### config.mk
export PLATFORM = sky130hd
export DESIGN_NAME = alt_reload_pwm
export DESIGN_NICKNAME = d
export VERILOG_FILES = /design/src/rtl/pwm_pkg.sv /design/src/rtl/pwm_down_counter.sv /design/src/rtl/pwm_reload_seq.sv /design/src/rtl/pwm_pend_flags.sv /design/src/rtl/alt_reload_pwm.sv
export SDC_FILE = /design/constraint.sdc
export NUM_CORES = 1
export LEC_CHECK = 0
export BUFFER_PORTS_ARGS = -buffer_cell sky130_fd_sc_hd__buf_2
export CORE_UTILIZATION = 40
export CTS_BUF_LIST = sky130_fd_sc_hd__clkbuf_2
export CTS_CLUSTER_DIAMETER = 150
export DETAILED_ROUTE_END_ITERATION = 6
export HOLD_SLACK_MARGIN = 0.06
export PLACE_DENSITY = 0.85
export SLEW_MARGIN = 20
export SYNTH_ARGS = -nofsm -noshare
export SYNTH_HDL_FRONTEND = slang
export SYNTH_SLANG_ARGS = --single-unit
export TNS_END_PERCENT = 100
### constraint.sdc
create_clock -name clk -period 1.7 [get_ports clk]
set_input_delay 0.17 -clock clk [delete_from_list [all_inputs] [get_ports clk]]
set_output_delay 0.17 -clock clk [all_outputs]
set_load 0.02 [all_outputs]
### src/rtl/pwm_pkg.sv
// Package: shared types for the alternating-reload PWM timer.
// Assumes: exactly two reload sources, A entered first.
package pwm_pkg;
    typedef enum logic {
        SRC_A = 1'b0,
        SRC_B = 1'b1
    } reload_src_e;

    localparam int unsigned NUM_SRC = 2;
endpackage

### src/rtl/pwm_down_counter.sv
// Module: pwm_down_counter
// Down-counter that steps on enable ticks and reloads from rel_val
// when a tick arrives at zero. Accepts a preset only while stopped.
// Assumes: rel_val is already selected by the reload sequencer.
module pwm_down_counter #(
    parameter int unsigned W = 16
) (
    input  logic         clk,
    input  logic         rst_n,
    input  logic         run,
    input  logic         tick,
    input  logic         load_en,
    input  logic [W-1:0] load_val,
    input  logic [W-1:0] rel_val,
    output logic [W-1:0] count,
    output logic         uf
);
    localparam logic [W-1:0] ZERO = '0;
    localparam logic [W-1:0] ONE  = {{(W-1){1'b0}}, 1'b1};

    // Underflow: a running tick while the count sits at zero.
    assign uf = run && tick && (count == ZERO);

    // Count register: reload, decrement, or preset while stopped.
    always_ff @(posedge clk) begin
        if (!rst_n) begin
            count <= ZERO;
        end else if (run && tick) begin
            count <= uf ? rel_val : (count - ONE);
        end else if (!run && load_en) begin
            count <= load_val;
        end
    end

    a_r2_hold_no_tick: assert property (@(posedge clk) disable iff (!rst_n)
        (run && !tick) |=> $stable(count));
    a_r2_step_down: assert property (@(posedge clk) disable iff (!rst_n)
        (run && tick && count != ZERO) |=> (count == $past(count) - ONE));
    a_r3_reload_on_uf: assert property (@(posedge clk) disable iff (!rst_n)
        uf |=> (count == $past(rel_val)));
    a_r9_preset: assert property (@(posedge clk) disable iff (!rst_n)
        (!run && load_en) |=> (count == $past(load_val)));
endmodule

### src/rtl/pwm_reload_seq.sv
// Module: pwm_reload_seq
// Tracks which reload source the next underflow uses. It flips on each
// underflow and is forced back to A whenever the timer is stopped.
// Assumes: uf is only asserted while run is high.
module pwm_reload_seq
    import pwm_pkg::*;
(
    input  logic        clk,
    input  logic        rst_n,
    input  logic        run,
    input  logic        uf,
    output reload_src_e sel
);
    // Selector: A on reset or stop, alternate on every underflow.
    always_ff @(posedge clk) begin
        if (!rst_n || !run) begin
            sel <= SRC_A;
        end else if (uf) begin
            sel <= (sel == SRC_A) ? SRC_B : SRC_A;
        end
    end

    a_r4_alternates: assert property (@(posedge clk) disable iff (!rst_n)
        (run && uf) |=> (sel != $past(sel)));
    a_r5_stop_to_a: assert property (@(posedge clk) disable iff (!rst_n)
        !run |=> (sel == SRC_A));
endmodule

### src/rtl/pwm_pend_flags.sv
// Module: pwm_pend_flags
// One sticky pending flag per reload source, cleared by a one-cycle
// strobe. When set and clear coincide, the set takes priority.
// Assumes: set strobes are single-cycle reload events.
module pwm_pend_flags #(
    parameter int unsigned N = 2
) (
    input  logic         clk,
    input  logic         rst_n,
    input  logic [N-1:0] set,
    input  logic [N-1:0] clr,
    output logic [N-1:0] pend
);
    for (genvar i = 0; i < N; i++) begin : g_flag
        // Flag i: set dominates, otherwise hold unless cleared.
        always_ff @(posedge clk) begin
            if (!rst_n) begin
                pend[i] <= 1'b0;
            end else begin
                pend[i] <= set[i] | (pend[i] & ~clr[i]);
            end
        end

        a_r7_set_wins: assert property (@(posedge clk) disable iff (!rst_n)
            set[i] |=> pend[i]);
        a_r7_clear: assert property (@(posedge clk) disable iff (!rst_n)
            (clr[i] && !set[i]) |=> !pend[i]);
    end
endmodule

### src/rtl/alt_reload_pwm.sv
// Module: alt_reload_pwm (top)
// PWM timer whose down-counter reloads alternately from A and B. Its
// output inverts on every underflow when enabled. Each reload source
// has its own pending flag and interrupt line.
// Assumes: tick comes from an external prescaler, one clock wide.
module alt_reload_pwm
    import pwm_pkg::*;
#(
    parameter int unsigned W = 16
) (
    input  logic         clk,
    input  logic         rst_n,
    input  logic         tick,
    input  logic         run,
    input  logic         toggle_en,
    input  logic [W-1:0] reload_a,
    input  logic [W-1:0] reload_b,
    input  logic         load_en,
    input  logic [W-1:0] load_value,
    input  logic         clr_a,
    input  logic         clr_b,
    input  logic         ien_a,
    input  logic         ien_b,
    output logic [W-1:0] count,
    output logic         pwm_out,
    output logic         pend_a,
    output logic         pend_b,
    output logic         irq_a,
    output logic         irq_b
);
    reload_src_e          sel;
    logic                 uf;
    logic [W-1:0]         rel_val;
    logic [NUM_SRC-1:0]   set_v;
    logic [NUM_SRC-1:0]   clr_v;
    logic [NUM_SRC-1:0]   pend_v;

    // Reload mux: the sequencer picks A or B.
    assign rel_val = (sel == SRC_A) ? reload_a : reload_b;

    pwm_down_counter #(.W(W)) u_cnt (
        .clk(clk), .rst_n(rst_n), .run(run), .tick(tick),
        .load_en(load_en), .load_val(load_value), .rel_val(rel_val),
        .count(count), .uf(uf)
    );

    pwm_reload_seq u_seq (
        .clk(clk), .rst_n(rst_n), .run(run), .uf(uf), .sel(sel)
    );

    // Flag set strobes: the source that was reloaded this tick.
    assign set_v = {uf && (sel == SRC_B), uf && (sel == SRC_A)};
    assign clr_v = {clr_b, clr_a};

    pwm_pend_flags #(.N(NUM_SRC)) u_flags (
        .clk(clk), .rst_n(rst_n), .set(set_v), .clr(clr_v), .pend(pend_v)
    );

    assign pend_a = pend_v[0];
    assign pend_b = pend_v[1];

    // Interrupt gating: each line masked by its own enable.
    assign irq_a = pend_a & ien_a;
    assign irq_b = pend_b & ien_b;

    // Output pin: invert on underflow when toggling is enabled.
    always_ff @(posedge clk) begin
        if (!rst_n) begin
            pwm_out <= 1'b0;
        end else if (uf && toggle_en) begin
            pwm_out <= ~pwm_out;
        end
    end

    a_r6_hold_stopped: assert property (@(posedge clk) disable iff (!rst_n)
        !run |=> $stable(pwm_out));
    a_r6_hold_no_toggle: assert property (@(posedge clk) disable iff (!rst_n)
        !toggle_en |=> $stable(pwm_out));
    a_r6_invert: assert property (@(posedge clk) disable iff (!rst_n)
        (uf && toggle_en) |=> (pwm_out != $past(pwm_out)));
    a_r8_irq_a_gate: assert property (@(posedge clk) disable iff (!rst_n)
        irq_a |-> (pend_a && ien_a));
    a_r8_irq_b_gate: assert property (@(posedge clk) disable iff (!rst_n)
        irq_b |-> (pend_b && ien_b));
endmodule

==> qor.txt, run 1 <==
=====================================================================================
Outcome                                                                  finished with violations
Violations in the final reports                                          setup timing
Worst hold-check slack                                                      0.0800 ns
Via count of the first global-routing pass                                       1720
Power density relative to cell area                                        656 nW/um2
Effective utilization at floorplan                                              0.424
Leakage component of the power                                                1.05 nW
Sequential fraction of the synthesis area                                       0.254
Pin count of the biggest net entering global routing                               21
Number of buffers created by CTS                                                    3
Count of state elements after synthesis                                            20
Yosys top cell by area                                                   sky130_fd_sc_hd__dfxtp_1
Area of the mapped netlist                                                   1580 um2
Fraction of layout instances using a drive strength above 1                     0.538
Instance count of the mapped netlist                                              189
Post-CTS Hold Fix Bufs                                                              0
Initial antenna violation count                                                     0
Number of flops mapped to enable cells by yosys                                     0
IR Drop Worst-Case VDD                                                         306 uV
Vias per Instance                                                                5.62
Ranking of synthesized cells by instance count                           24 x sky130_fd_sc_hd__nand2_1, 20 x sky130_fd_sc_hd__dfxtp_1, 11 x sky130_fd_sc_hd__nor2_1, 9 x sky130_fd_sc_hd__nor2b_1
Final period utilization                                                         1.02
Mapped Nets                                                                       249
Setup repair after global routing missed its margin                              true
Total Negative Setup Slacks                                                -0.0584 ns
Distinct cells, synth                                                              46
Count of pins over their slew limit                                                 0
First-pass GRT wire length                                                    7780 um
Post-route DRC violation count                                                      0
Most instantiated library cell after synthesis                           sky130_fd_sc_hd__nand2_1
TritonCTS clock tree                                                              yes
Placer congestion estimate                                                      0.955
Async set or reset register ratio after synthesis                                   0
Number of routed nets with antenna violations                                       0
Number of vias after detailed routing                                            1877
Number of hold violations in the final report                                       0
Max clock buf depth                                                                 2
Global routing met1 resource utilization                                        0.293
Number of nets in the layout                                                      347
1st-pass router iterations                                                          6
Met2 usage in global routing                                                    0.421
Die Y                                                                         64.8 um
Global-route usage over all layers                                              0.237
Grt ovf                                                                             0
Core Util, Final                                                                0.648
Antenna cells                                                                       0
Area grow syn2layout                                                            52.9%
Worst setup EP type                                                              flop
Critical path class                                                      flop to flop
Share of the synthesized area in the top cell type                              0.254
Worst-case setup margin in the final layout                                -0.0263 ns
Yosys warning count                                                                 0
H-tree Lvls                                                                         1
Clk_skew                                                                    0.0150 ns
Maximum capacitance violations                                                      0
Clock sink count                                                                   20
Ranking of synthesized cells by area                                     sky130_fd_sc_hd__dfxtp_1 25%, sky130_fd_sc_hd__mux2_2 5.7%, sky130_fd_sc_hd__nand2_1 5.7%, sky130_fd_sc_hd__mux2i_1 5.1%, sky130_fd_sc_hd__a2111oi_2 4.8%
Port buffer count                                                                  78
Slew @ Worst Pin                                                             0.410 ns
Number of primary I/O pins                                                         79
Minimum clock period after layout                                             1.73 ns
Wire length reported by the detailed router                                   5170 um
Largest fanout on the critical path                                                 7
Most used flip-flop cell after synthesis                                 sky130_fd_sc_hd__dfxtp_1
Core box area                                                                3720 um2
Peak clock frequency supported by timing                                      579 MHz
Root Buffer Master                                                       sky130_fd_sc_hd__clkbuf_2
Kind of start point of the critical path                                         flop
Kind of path behind the tightest hold check                              primary input to flop
Average size of a mapped cell                                                8.34 um2
Source-to-sink clock delay at the later pin of the worst-skew pair            0.34 ns
Post-detail-place hpwl                                                        3770 um
Clock transition at the registers of the reported paths                       0.21 ns
Critical path data arrival time                                               1.97 ns
Count of routing violations after the opening detailed-route iteration            154
Die X                                                                         64.8 um
Post-CTS repair timing setup buffer count                                           0
Global-route layer with the greatest usage                                       met2
Finish-stage setup viols                                                            4
Required arrival time at the worst endpoint                                   1.94 ns
DIE AREA                                                                     4200 um2
Number of rows created at floorplan                                                22
Wirelength per Cell                                                           15.5 um
Worst max-slew margin expressed relative to the limit                           0.726
Met3 Resource Use GR                                                           0.0370
=====================================================================================
==> path summary, 6_finish.rpt <==
path                                 from  cells past startpoint  slack [ns]                          end
min                             toggle_en                      3        0.08         pwm_out$_SDFFE_PN0P_
min reg2reg          pwm_out$_SDFFE_PN0P_                      2        0.49         pwm_out$_SDFFE_PN0P_
max          u_cnt.count[10]$_SDFFE_PN0P_                      5       -0.03  u_cnt.count[6]$_SDFFE_PN0P_
max reg2reg  u_cnt.count[10]$_SDFFE_PN0P_                      5       -0.03  u_cnt.count[6]$_SDFFE_PN0P_
==> metal layers <==
metal | share of wire | vias up | wire length [um]
met3 | 0.062 | 11 | 319
met5 | 0 | - | 0
met4 | 0.013 | 0 | 67
met2 | 0.52 | 81 | 2690
met1 | 0.41 | 885 | 2100
li1 | - | 900 | -
==> through the flow <==
step                      setup WS [ns]  cells  power, W  area (um2)
after floorplan                 -0.0159    189  0.000990        1620
after global placement           0.0451    330   0.00124        2210
after detailed placement        0.00142    330   0.00126        2210
after CTS                        0.0117    334   0.00149        2260
after global routing             -0.111    334   0.00167        2410
final                           -0.0263    334   0.00158        2410
==> logic make-up after synthesis <==
logic type,Yosys count,share of synthesized area
AND/OR/NAND/NOR,77,0.271
AO/OA/AOI/OAI,48,0.243
flip-flops,20,0.254
buffers and inverters,16,0.0532
multiplexers,16,0.108
XOR/XNOR,10,0.0556
adder cells (fa/ha/maj),2,0.0159
==> critical path, stage by stage (launching register included) <==
cell                        delay (ns)
sky130_fd_sc_hd__dfxtp_1          0.39
sky130_fd_sc_hd__nor4_4           0.34
sky130_fd_sc_hd__nand4_1          0.25
sky130_fd_sc_hd__buf_6            0.23
sky130_fd_sc_hd__a2111oi_4        0.32
sky130_fd_sc_hd__a211oi_2         0.08
==> flip-flops by register name, summed over array words and instances (netlist names) <==
register / count
u_flags.pend: 2
u_seq.sel: 1
u_cnt.count: 16
pwm_out: 1
==> cells in the final DEF, fill, tap and decap left out, types with 7 or more instances in the layout <==
cell / instances
sky130_fd_sc_hd__a21oi_1: 7
sky130_fd_sc_hd__o221ai_1: 7
sky130_fd_sc_hd__mux2i_1: 8
sky130_fd_sc_hd__buf_2: 78
sky130_fd_sc_hd__mux2_2: 8
sky130_fd_sc_hd__o21ai_0: 8
sky130_fd_sc_hd__xnor2_1: 7
sky130_fd_sc_hd__dfxtp_1: 16
sky130_fd_sc_hd__buf_4: 25
sky130_fd_sc_hd__nor2_1: 8
sky130_fd_sc_hd__nor2b_1: 9
sky130_fd_sc_hd__nand2_1: 24
sky130_fd_sc_hd__nand3_1: 8
==> power breakdown <==
group	internal [W]	total [W]	switching, W
combinational	0.000370	0.000794	0.000424
clock	0.0000622	0.000226	0.000164
sequential	0.000509	0.000560	0.0000504
==> final cells by class <==
type	instances	area, um2
Inverter	3	16.3
Sequential cell	20	410
Timing Repair Buffer	106	621
Tap cell	48	60.1
Clock buffer	4	20.0
Multi-Input combinational cell	153	1280
Fill cell	301	1310
==> repair_timing <==
item	4_1_cts	5_1_grt
pin swaps	2	10
setup endpoints to repair	4	16
resized for setup	4	28
(Power assumes the default switching activity.)
==> run 2: changes to the inputs <==
--- a/config.mk
+++ b/config.mk
@@ -6,12 +6,12 @@
 export NUM_CORES = 1
 export LEC_CHECK = 0
 export BUFFER_PORTS_ARGS = -buffer_cell sky130_fd_sc_hd__buf_2
-export CORE_UTILIZATION = 40
+export CORE_UTILIZATION = 43
 export CTS_BUF_LIST = sky130_fd_sc_hd__clkbuf_2
 export CTS_CLUSTER_DIAMETER = 150
 export DETAILED_ROUTE_END_ITERATION = 6
 export HOLD_SLACK_MARGIN = 0.06
-export PLACE_DENSITY = 0.85
+export PLACE_DENSITY = 0.77
 export SLEW_MARGIN = 20
 export SYNTH_ARGS = -nofsm -noshare
 export SYNTH_HDL_FRONTEND = slang
==> qor.txt, run 2 (synthesis gave the netlist of run 1 again) <==
=====================================================================================
TritonCTS clock tree                                                              yes
Final period utilization                                                        0.999
Layout fillers                                                                    290
Root Buffer Master                                                       sky130_fd_sc_hd__clkbuf_2
Layout Cells excl Fill                                                            334
Number of buffers created by CTS                                                    3
IR Drop Worst-Case VDD                                                         316 uV
Effective utilization at floorplan                                              0.462
Leakage component of the power                                                1.05 nW
Combinational power share                                                       0.498
Slew @ Worst Pin                                                             0.372 ns
Global-route usage over all layers                                              0.254
Worst setup EP type                                                              flop
Clock share of power                                                            0.139
Pin count of the biggest net entering global routing                               21
Most common cell after layout, fill and taps aside                       sky130_fd_sc_hd__buf_2
Post-CTS repair timing setup buffer count                                           0
Top reg by flops                                                          u_cnt.count
Largest fanout on the critical path                                                 7
Number of nets in the layout                                                      349
Internal portion of total power                                            0.000916 W
Highest-count cells in the layout ignoring fill and taps                 78 x sky130_fd_sc_hd__buf_2, 28 x sky130_fd_sc_hd__buf_4, 24 x sky130_fd_sc_hd__nand2_1, 18 x sky130_fd_sc_hd__dfxtp_1, 9 x sky130_fd_sc_hd__nor2b_1
Placed cell count                                                                 330
Grt ovf                                                                             0
Post-CTS Hold Fix Bufs                                                              0
Vias per Instance                                                                5.50
Wirelength per Cell                                                           14.6 um
Worst hold-check slack                                                      0.0633 ns
Number of hold violations in the final report                                       0
Placer congestion estimate                                                      0.937
Peak clock frequency supported by timing                                      589 MHz
Clk_skew                                                                    0.0117 ns
Fraction of layout instances using a drive strength above 1                     0.510
Via count of the first global-routing pass                                       1729
Count of pins over their slew limit                                                 0
Clock transition at the registers of the reported paths                       0.21 ns
1st-pass router iterations                                                          4
Post-detail-place hpwl                                                        3640 um
First-pass GRT wire length                                                    7910 um
Number of routed nets with antenna violations                                       0
Initial antenna violation count                                                     0
Number of flip-flops in the largest register                                       16
Number of primary I/O pins                                                         79
Registers with the most flip-flops                                       u_cnt.count x16, u_flags.pend x2
Setup repair after global routing missed its margin                              true
Critical path data arrival time                                               1.96 ns
Port buffer count                                                                  78
Count of routing violations after the opening detailed-route iteration            104
Power dissipated by switching net loads                                    0.000605 W
Critical path class                                                      flop to flop
Kind of path behind the tightest hold check                              primary input to flop
Post-route DRC violation count                                                      0
Worst max-slew margin expressed relative to the limit                           0.752
Minimum clock period after layout                                             1.70 ns
Switching Fraction                                                              0.398
Wire length reported by the detailed router                                   4860 um
Die Y                                                                         62.6 um
Area grow syn2layout                                                            47.4%
Die X                                                                         62.6 um
Max clock buf depth                                                                 2
Antenna cells                                                                       0
Proportion of power drawn by flip-flops and latches                             0.363
Required arrival time at the worst endpoint                                   1.96 ns
DIE AREA                                                                     3910 um2
Power density relative to cell area                                        655 nW/um2
Outcome                                                                  finished, final reports clean
Finish-stage setup viols                                                            0
Number of rows created at floorplan                                                21
H-tree Lvls                                                                         1
Core Util, Final                                                                0.680
Core box area                                                                3420 um2
Clock sink count                                                                   20
Number of vias after detailed routing                                            1836
Kind of start point of the critical path                                         flop
Source-to-sink clock delay at the later pin of the worst-skew pair            0.34 ns
Maximum capacitance violations                                                      0
=====================================================================================
run 2: cell types whose count changed in the layout (fill, tap and decap cells not counted), sizes merged:
| cell | previous run | this run |
|---|---|---|
| buf | 106 | 108 |
| clkbuf | 4 | 3 |
| clkinv | 0 | 1 |
run 2: worst paths after layout:
kind                                              startpoint                           to  slack, ns  depth (start not counted)
worst max-delay path            u_cnt.count[13]$_SDFFE_PN0P_  u_cnt.count[9]$_SDFFE_PN0P_      0.002                          5
worst min-delay path                               toggle_en         pwm_out$_SDFFE_PN0P_       0.06                          3
worst max register to register  u_cnt.count[13]$_SDFFE_PN0P_  u_cnt.count[9]$_SDFFE_PN0P_      0.002                          5
worst min register to register          pwm_out$_SDFFE_PN0P_         pwm_out$_SDFFE_PN0P_       0.49                          2
run 2: timing repair:
item / CTS / global route
gates resized for setup: 3 / 15
cloned: 0 / 0
pin swaps: 3 / 8
setup endpoints to repair: 2 / 15
run 2: per-layer routing:
metal,part of all wire,routed length (um),track usage,up-vias
met1,0.43,2100,0.326,847
met2,0.48,2330,0.423,77
li1,-,-,-,902
met4,0.022,106,0.108,0
met5,0,0,0,-
met3,0.066,323,0.0365,10
run 2: cell type report:
cell class	count	area [um2]	area share
Sequential cell	20	408	0.176
Clock inverter	1	3.75	0.00162
Clock buffer	3	15.0	0.00646
Multi-Input combinational cell	153	1200	0.517
Timing Repair Buffer	108	623	0.268
Inverter	3	13.8	0.00592
Tap cell	46	57.6	0.0248
run 2: through the flow:
step | TNS (ns) | cell area [um2] | total power (W) | worst slack (ns)
floorplan | -0.0159 | 1620 | 0.000990 | -0.0159
global route | -0.422 | 2320 | 0.00162 | -0.111
detailed placement | 0 | 2210 | 0.00126 | 0.00236
global placement | 0 | 2210 | 0.00125 | 0.0438
CTS | 0 | 2240 | 0.00147 | 0.0105
finish | 0 | 2320 | 0.00152 | 0.00223
run 2: power by group through the flow:
stage / sequential (W) / combinational, W / clock (W)
after floorplan: 0.000622 / 0.000368 / 0
after global placement: 0.000557 / 0.000695 / 0
after detailed placement: 0.000558 / 0.000704 / 0
after CTS: 0.000549 / 0.000714 / 0.000210
after global routing: 0.000556 / 0.000824 / 0.000237
final: 0.000551 / 0.000757 / 0.000212
run 2: worst max-delay path, cell delays in order, from the launching register on:
cell	delay, ns
sky130_fd_sc_hd__dfxtp_1	0.38
sky130_fd_sc_hd__nor4_4	0.37
sky130_fd_sc_hd__nand4_1	0.23
sky130_fd_sc_hd__buf_6	0.21
sky130_fd_sc_hd__and2_4	0.19
sky130_fd_sc_hd__a211oi_1	0.25
